**src/rtl/sfr_pkg.sv**
```systemverilog
package sfr_pkg;

  typedef enum logic [1:0] {
    S_HUNT  = 2'd0,
    S_FRAME = 2'd1,
    S_HND   = 2'd2
  } phase_e;

  // control -> datapath strobes
  typedef struct packed {
    logic take;     // consume bitIn into the frame word
    logic restart;  // clear the frame bit counter
    logic hndClr;   // clear the handler cycle counter
    logic hndInc;   // advance the handler cycle counter
  } strobe_t;

  // datapath -> control status
  typedef struct packed {
    logic atStart;  // no bit of the current frame consumed yet
    logic lastBit;  // the next consumed bit completes the frame
    logic wordGood; // frame word including bitIn matches a good pattern
    logic hndLast;  // handler is in its final cycle
  } status_t;

  typedef struct packed {
    phase_e     phase;
    logic [1:0] hid;
    logic       ok;
    logic       err;
  } ctrl_reg_t;

  localparam ctrl_reg_t CTRL_RST = '{phase: S_HUNT, hid: 2'd0, ok: 1'b0, err: 1'b0};

  localparam logic [1:0] HID_SYS = 2'd1;
  localparam logic [1:0] HID_USR = 2'd2;
  localparam logic [1:0] HID_TMO = 2'd3;

endpackage

```
**src/rtl/sfr_dpath.sv**
```systemverilog
module sfr_dpath
  import sfr_pkg::*;
#(
  parameter bit ASYNC_RST = 1'b0,
  parameter int FRAME_LEN = 4,
  parameter int HND_LEN   = 2,
  parameter logic [FRAME_LEN-1:0] PAT_A = 4'b1100,
  parameter logic [FRAME_LEN-1:0] PAT_B = 4'b0011
) (
  input  logic    clk,
  input  logic    rst,
  input  logic    bitIn,
  input  strobe_t stb,
  output status_t st
);
  localparam int SW = FRAME_LEN - 1;
  localparam int CW = (FRAME_LEN > 2) ? $clog2(FRAME_LEN) : 1;
  localparam int HW = (HND_LEN > 1) ? $clog2(HND_LEN) : 1;

  logic [SW-1:0] shReg, shRegNx;
  logic [CW-1:0] bitCnt, bitCntNx;
  logic [HW-1:0] hndCnt, hndCntNx;
  logic [FRAME_LEN-1:0] word;

  assign word = {shReg, bitIn};

  always_comb begin
    shRegNx  = stb.take ? SW'({shReg, bitIn}) : shReg;
    bitCntNx = bitCnt;
    if (stb.restart)   bitCntNx = '0;
    else if (stb.take) bitCntNx = bitCnt + CW'(1);
    hndCntNx = hndCnt;
    if (stb.hndClr)      hndCntNx = '0;
    else if (stb.hndInc) hndCntNx = hndCnt + HW'(1);
  end

  assign st.atStart  = (bitCnt == '0);
  assign st.lastBit  = (bitCnt == CW'(FRAME_LEN - 1));
  assign st.wordGood = (word == PAT_A) || (word == PAT_B);
  assign st.hndLast  = (hndCnt == HW'(HND_LEN - 1));

  generate
    if (ASYNC_RST) begin : g_arst
      always_ff @(posedge clk or posedge rst) begin
        if (rst) begin
          shReg  <= '0;
          bitCnt <= '0;
          hndCnt <= '0;
        end else begin
          shReg  <= shRegNx;
          bitCnt <= bitCntNx;
          hndCnt <= hndCntNx;
        end
      end
    end else begin : g_srst
      always_ff @(posedge clk) begin
        if (rst) begin
          shReg  <= '0;
          bitCnt <= '0;
          hndCnt <= '0;
        end else begin
          shReg  <= shRegNx;
          bitCnt <= bitCntNx;
          hndCnt <= hndCntNx;
        end
      end
    end
  endgenerate

endmodule

```
**src/rtl/sfr_ctrl.sv**
```systemverilog
module sfr_ctrl
  import sfr_pkg::*;
#(
  parameter bit ASYNC_RST = 1'b0
) (
  input  logic       clk,
  input  logic       rst,
  input  logic       bitIn,
  input  logic       syncIn,
  input  logic       intSys,
  input  logic       intUsr,
  input  logic       intTmo,
  input  status_t    st,
  output strobe_t    stb,
  output logic       frameOk,
  output logic       frameErr,
  output logic [1:0] handlerId,
  output logic       busy
);
  ctrl_reg_t cur, nx;
  logic anyInt;
  logic [1:0] pick;

  assign anyInt = intSys | intUsr | intTmo;
  assign pick   = intSys ? HID_SYS : (intUsr ? HID_USR : HID_TMO);

  always_comb begin
    nx     = cur;
    nx.ok  = 1'b0;
    nx.err = 1'b0;
    stb    = '0;
    unique case (cur.phase)
      S_HUNT: begin
        if (bitIn) begin
          nx.phase    = S_FRAME;
          stb.restart = 1'b1;
        end
      end
      S_FRAME: begin
        if (anyInt) begin
          nx.phase    = S_HND;
          nx.hid      = pick;
          stb.restart = 1'b1;
          stb.hndClr  = 1'b1;
        end else if (syncIn || !st.atStart) begin
          stb.take = 1'b1;
          if (st.lastBit) begin
            stb.restart = 1'b1;
            nx.ok       = st.wordGood;
            nx.err      = !st.wordGood;
          end
        end
      end
      S_HND: begin
        if (st.hndLast) begin
          nx.phase = S_FRAME;
          nx.hid   = 2'd0;
        end else begin
          stb.hndInc = 1'b1;
        end
      end
      default: nx = CTRL_RST;
    endcase
  end

  generate
    if (ASYNC_RST) begin : g_arst
      always_ff @(posedge clk or posedge rst) begin
        if (rst) cur <= CTRL_RST;
        else     cur <= nx;
      end
    end else begin : g_srst
      always_ff @(posedge clk) begin
        if (rst) cur <= CTRL_RST;
        else     cur <= nx;
      end
    end
  endgenerate

  assign frameOk   = cur.ok;
  assign frameErr  = cur.err;
  assign handlerId = cur.hid;
  assign busy      = (cur.phase == S_HND);

endmodule

```
**src/rtl/sfr_top.sv**
```systemverilog
module sfr_top
  import sfr_pkg::*;
#(
  parameter bit ASYNC_RST = 1'b0,
  parameter int FRAME_LEN = 4,
  parameter int HND_LEN   = 2,
  parameter logic [FRAME_LEN-1:0] PAT_A = 4'b1100,
  parameter logic [FRAME_LEN-1:0] PAT_B = 4'b0011
) (
  input  logic       clk,
  input  logic       rst,
  input  logic       syncIn,
  input  logic       bitIn,
  input  logic       intSys,
  input  logic       intUsr,
  input  logic       intTmo,
  output logic       frameOk,
  output logic       frameErr,
  output logic [1:0] handlerId,
  output logic       busy
);
  strobe_t stb;
  status_t st;

  sfr_dpath #(
    .ASYNC_RST(ASYNC_RST),
    .FRAME_LEN(FRAME_LEN),
    .HND_LEN  (HND_LEN),
    .PAT_A    (PAT_A),
    .PAT_B    (PAT_B)
  ) u_dpath (
    .clk  (clk),
    .rst  (rst),
    .bitIn(bitIn),
    .stb  (stb),
    .st   (st)
  );

  sfr_ctrl #(
    .ASYNC_RST(ASYNC_RST)
  ) u_ctrl (
    .clk      (clk),
    .rst      (rst),
    .bitIn    (bitIn),
    .syncIn   (syncIn),
    .intSys   (intSys),
    .intUsr   (intUsr),
    .intTmo   (intTmo),
    .st       (st),
    .stb      (stb),
    .frameOk  (frameOk),
    .frameErr (frameErr),
    .handlerId(handlerId),
    .busy     (busy)
  );

endmodule

```
**config.mk**
```make
export PLATFORM = sky130hd
export DESIGN_NAME = sfr_top
export DESIGN_NICKNAME = d
export VERILOG_FILES = /design/src/rtl/sfr_pkg.sv /design/src/rtl/sfr_dpath.sv /design/src/rtl/sfr_ctrl.sv /design/src/rtl/sfr_top.sv
export SDC_FILE = /design/constraint.sdc
export NUM_CORES = 1
export LEC_CHECK = 0
export BUFFER_PORTS_ARGS = -buffer_cell sky130_fd_sc_hd__buf_4
export CAP_MARGIN = 20
export CORE_MARGIN = 4
export CORE_UTILIZATION = 25
export DETAILED_ROUTE_END_ITERATION = 12
export GPL_TIMING_DRIVEN = 1
export PLACE_DENSITY = 0.54
export SYNTH_ARGS = -nofsm -noshare
export SYNTH_HDL_FRONTEND = slang
export SYNTH_SLANG_ARGS = --single-unit
```
**constraint.sdc**
```tcl
create_clock -name clk -period 1.1 [get_ports clk]
set_input_delay 0.22 -clock clk [delete_from_list [all_inputs] [get_ports clk]]
set_output_delay 0.22 -clock clk [all_outputs]
set_load 0.05 [all_outputs]
```
-- Yosys cells after proc, flatten, opt, wreduce, memory -nomap -nowiden
Cells that the tools add are included.
- register bits: 12
- input bits: 7
- output and inout port bits: 5
- mux-type cells: 18
- bitwise gates (word level): 6
- reduce and logical (&&, ||, !) cells: 11
- $add $sub $neg: 2
- equal/unequal tests: 8
- operator list (cell ; number):
    $pmux 2 s3 ; 2
    $mux 1 ; 10
    $mux 4 ; 2
    $mux 2 ; 3
    $reduce_and 3->1 ; 2
    $reduce_or 5->1 ; 1
    $eq 2x2->1 const B ; 2
    $eq 4x2->1 const B ; 1
    $eq 4x4->1 const B ; 1
    $logic_not 2->1 ; 2
    $ne 2x1->1 const B ; 2
    $not 1->1 ; 4
    $reduce_or 2->1 ; 2
    $add 2x1->2 const B ; 1
    $eq 2x1->1 const B ; 1
    $logic_not 1->1 ; 2
    $logic_or 1x1->1 ; 2
    $ne 2x2->1 const B ; 1
    $or 1x1->1 ; 2
    $pmux 1 s2 ; 1
    $add 1x1->1 const B ; 1

-- Logic depth before layout (Yosys ltp)
- word-level depth: 7
- gate-level depth with buffers: 5

-- Hierarchy
From an unflattened synthesis, not the netlist that was laid out.
- cells, all modules: 62
- area total of the unflattened synthesis: 601.8 um^2
- by module, submodules not included (module ; instances ; area each (um^2) ; cells an instance ; sequential area each (um^2)):
    sfr_ctrl ; 1 ; 314.1 ; 35 ; 120.1
    sfr_dpath ; 1 ; 287.8 ; 27 ; 120.1

-- Worst setup path before layout
OpenSTA, ideal clock, no wires.
- path kind: register -> register
- from: register u_ctrl.cur[4] (netlist name)
- to: register u_ctrl.cur[5] (netlist name)
- arrival: 1.489 ns
- stages on the path, launching flop included: 5
- required time: 1.033 ns
- setup time: 0.067 ns
- setup slack: -0.456 ns
- clock period less this slack: 1.556 ns
- cell sequence: dfxtp_1 buf_4 nor2b_1 a22oi_1 nor2_1
- cells in the longest elaborated chain, start to end: 3
- elaborated cells between the ends (all ways): 8
- ends and longest elaborated chain (element ; line ; RTL):
    start, declared ; sfr_ctrl.sv:20 ; ctrl_reg_t cur, nx;
    start signal, assigned ; sfr_ctrl.sv:75 ; else cur <= nx;
    $eq 2x2->1 (*) ; - ;
    via busy ; sfr_top.sv:20 ; output logic busy
    $ne 2x1->1 (no source line) ; - ;
    $reduce_and 3->1 (no source line) ; - ;
Mark *: on every way through the listed nets, which the timed path passes. The rest lies on a longest branch.
A chain may end at the register's enable or synchronous reset.

-- Worst setup path after layout
- from: register u_ctrl.cur[5] (netlist name)
- to: output busy
- cells in the longest elaborated chain, start to end: 1
- ends and longest elaborated chain (element ; line ; RTL):
    $eq 2x2->1 ; sfr_ctrl.sv:83 ; assign busy = (cur.phase == S_HND);
    end, declared ; sfr_top.sv:20 ;
Every way passes these cells.

==> results.py <==
metrics = {
    "route": {
        "wl_per_cell_um": 14.2,
        "drt.antenna.violating_nets": 0,
        "drt_iter0_drc": 3,
        "detail_route.vias_per_cell": 5.21,
        "firstDrtPassIters": 4,
        "num_vias": 656,
        "remaining_drc_errors": 0,
        "postRouteWirelength_mm": 1.79,
    },
    "pwr": {
        "power_switching_w": 0.000304,
        "power.share.clock": 0.332,
        "p_total_w": 0.00108,
        "power_per_cell_area_nw_per_um2": 1030,
        "peakVddDrop_mv": 0.690,
        "p_int_w": 0.000777,
        "share_seq_of_total_power": 0.424,
        "leakagePower_nw": 0.397,
        "p_comb_frac": 0.244,
        "swShare": 0.281,
    },
    "sta": {
        "setup-violations-final": 7,
        "final_cycle_share": 1.13,
        "worst_clock_skew_ns": 0.00512,
        "finalWorstPathRequiredPeriod_ns": 1.24,
        "setup_repair_after_global_routing_missed_its_margin": "true",
        "tightestPinTransition_ns": 0.324,
        "report.final.slew_viol_count": 0,
        "layout_setup_ws_ns": -0.141,
        "worst_hold_slack_ns": 0.172,
        "relative_max_transition_margin": 0.782,
        "timing_hold_violations_final": 0,
        "fmax_ghz": 0.806,
    },
    "cts": {
        "numClockSinks": 12,
        "post_cts_clock_slew_at_the_launch_and_capture_registers_of_the_worst_setup_and_hold_paths_ns": 0.08,
        "tritoncts.num_buffers": 3,
        "clk_root_buffer_cell": "sky130_fd_sc_hd__clkbuf_4",
        "tritoncts": "done",
        "clock_tree.htree_level_count": 1,
        "cts-hold-fix-buffers": 0,
        "clock_tree.buffer_depth": 2,
        "clk-insertion-delay-late_ns": 0.28,
    },
    "setup_path": {
        "timing.critical_path.slowest_cell_delay_ns": 0.34,
        "worst_ep_required_time_ns": 0.88,
        "ff2ff_setup_slack_ns": -0.11,
        "worst_r2r_startpoint": "u_ctrl.cur[5]$_SDFFE_PP0P_",
        "cp-end-kind": "primary output",
        "ff2ff_path_depth": 4,
        "worst_path_max_delay_cell": "sky130_fd_sc_hd__dfxtp_2",
        "critical_path_peak_fanout": 3,
        "worst-endpoint-arrival_ns": 1.02,
        "timing.setup.critical_path_class": "flip-flop to primary output",
        "cp-start-kind": "flip-flop",
        "r2r-end": "u_ctrl.handlerId[1]$_SDFFE_PP0P_",
        "crit_chain": "buf_6 > nor2b_4 > buf_8",
    },
    "synth": {
        "netlist_area_um2": 626,
        "number_of_flops_mapped_to_enable_cells_by_yosys": 0,
        "synth_most_common_cell": "sky130_fd_sc_hd__dfxtp_1",
        "ys_top_cells_by_area": "sky130_fd_sc_hd__dfxtp_1 (38%), sky130_fd_sc_hd__o31ai_1 (7.2%), sky130_fd_sc_hd__a21oi_1 (6.4%)",
        "dominantRegCellSynth": "sky130_fd_sc_hd__dfxtp_1",
        "synth.avg_cell_area_um2": 8.69,
        "yosysSeqAreaShare": 0.384,
        "synth_common_cells": "sky130_fd_sc_hd__dfxtp_1 (12), sky130_fd_sc_hd__a21oi_1 (8), sky130_fd_sc_hd__nand4_1 (6), sky130_fd_sc_hd__o31ai_1 (6), sky130_fd_sc_hd__inv_1 (5)",
        "synthDistinctLibCells": 27,
        "synthesis.yosys.warnings": 0,
        "synth.ff_latch_count": 12,
        "synth_top_area_share": 0.384,
        "async_reset_ff_frac": 0,
        "synth_top_cell_by_area": "sky130_fd_sc_hd__dfxtp_1",
        "synth_cells": 72,
        "syn_nets": 81,
    },
    "floorplanning": {
        "die-area_um2": 3370,
        "die_y_um": 58.0,
        "die_w_um": 58.0,
        "floorplan.initialDensity": 0.272,
        "num_rows": 17,
        "top_level_ports": 12,
        "core_region_area_um2": 2300,
    },
    "global_route": {
        "grt_pass1_vias": 657,
        "grt_start_max_net_pins": 9,
        "grt_antenna_before_repair": 0,
        "grt_pass1_wl_mm": 2.78,
        "globalRouteOverflowTotal": 0,
        "groute.usage.overall": 0.106,
    },
    "final_layout": {
        "antenna_fix_cells": 0,
        "syn2layout_area_growth_pct": 67.2,
        "nets": 108,
        "fillers": 223,
        "drive_above_1_share": 0.612,
    },
    "worst_hold_path": {
        "whs_endpoint": "u_ctrl.cur[4]$_SDFFE_PP0P_",
        "worst_hold_path_type": "primary input to flip-flop",
        "min_path_cells": 2,
        "min_from": "rst",
    },
    "place": {
        "io_buffers": 11,
        "dp_hpwl_mm": 1.17,
        "place_congestion": 0.812,
    },
    "flow_run": {
        "max_cap_viol_count": 0,
    },
    "outcome": {
        "violations_in_the_final_reports": "negative setup slack",
        "outcome": "finished with violations",
    },
}
-- power groups by stage --
stage | registers, W | logic [W] | clock network (W)
after global routing | 0.000460 | 0.000283 | 0.000387
after CTS | 0.000458 | 0.000233 | 0.000372
final | 0.000459 | 0.000264 | 0.000359
after floorplan | 0.000466 | 0.000122 | 0
after detailed placement | 0.000469 | 0.000196 | 0
after global placement | 0.000468 | 0.000194 | 0
-- layer usage --
layer,share of wire,track usage,up-vias
li1,-,-,321
met1,0.41,0.116,320
met2,0.53,0.184,11
met3,0.035,0.0312,4
met4,0.021,0.0563,0
met5,0,0,-
-- worst max path at each step --
stage / end / cells past startpoint / startpoint / slack, ns
after floorplan: u_dpath.shReg[0]$_SDFFE_PP0P_ / 4 / intUsr / -0.05
after global routing: busy / 3 / u_ctrl.cur[5]$_SDFFE_PP0P_ / -0.18
after CTS: busy / 3 / u_ctrl.cur[5]$_SDFFE_PP0P_ / -0.14
after global placement: u_dpath.shReg[1]$_SDFFE_PP0P_ / 4 / intUsr / -0.20
final: busy / 3 / u_ctrl.cur[5]$_SDFFE_PP0P_ / -0.14
after detailed placement: u_dpath.shReg[1]$_SDFFE_PP0P_ / 4 / intUsr / -0.19
-- sequential cells by signal, summed over array words and instances (netlist names) --
name and flops:
u_dpath.bitCnt 2, u_ctrl.frameErr 1, u_ctrl.cur 2, u_ctrl.handlerId 2, u_dpath.hndCnt 1, u_dpath.shReg 3
u_ctrl.frameOk 1
-- layout by cell type, fill, tap and decap left out, types with 2 or more instances in the layout --
cell                       netlist  final
sky130_fd_sc_hd__nand4_1         6      6
sky130_fd_sc_hd__clkbuf_4        0      3
sky130_fd_sc_hd__dfxtp_2         0      4
sky130_fd_sc_hd__nand3_1         3      3
sky130_fd_sc_hd__nor2b_4         0      3
sky130_fd_sc_hd__inv_2           0      2
sky130_fd_sc_hd__a21oi_2         0      2
sky130_fd_sc_hd__inv_1           5      3
sky130_fd_sc_hd__or3_4           0      2
sky130_fd_sc_hd__a21oi_1         8      6
sky130_fd_sc_hd__nor2_1          3      3
sky130_fd_sc_hd__buf_6           0      5
sky130_fd_sc_hd__buf_4           3     22
sky130_fd_sc_hd__dfxtp_1        12      8
sky130_fd_sc_hd__a31oi_1         2      2
sky130_fd_sc_hd__o31ai_2         0      4
sky130_fd_sc_hd__ha_4            0      2
-- worst max-delay path, delay by kind of cell (launching register included) --
family                 cells  cell delay (ns)
flip-flops                 1             0.34
AND/OR/NAND/NOR            1             0.15
buffers and inverters      2             0.24
-- area by class of cell --
type | count | area, um2 | share of cell area
Sequential cell | 12 | 245 | 0.234
Multi-Input combinational cell | 48 | 454 | 0.434
Inverter | 5 | 18.8 | 0.0179
Tap cell | 28 | 35.0 | 0.0335
Timing Repair Buffer | 29 | 256 | 0.245
Clock buffer | 4 | 36.3 | 0.0347
-- cell families after synthesis --
family,share of synthesized area
and+or+nand+nor,0.244
AOI/OAI and AO/OA,0.222
buffers and inverters,0.0940
DFF,0.384
adders and majority gates,0.0400
muxes,0.0160
-- repair_timing --
action	in CTS	in global routing
buffers inserted	4	1
gates resized for setup	20	17
endpoints found under the setup margin	8	12
pin swaps	3	1
-- stage by stage --
step / cells / utilization / TNS (ns) / cell area, um2 / worst slack [ns]
global route: 126 / 0.455 / -0.757 / 1050 / -0.184
floorplan: 72 / - / -0.226 / 641 / -0.0471
global placement: 117 / 0.352 / -1.47 / 808 / -0.203
CTS: 125 / 0.418 / -0.257 / 961 / -0.141
detailed placement: 117 / 0.352 / -1.46 / 808 / -0.192
finish: 126 / 0.455 / -0.415 / 1050 / -0.141
Note: power is estimated with default switching activity, not from simulation.
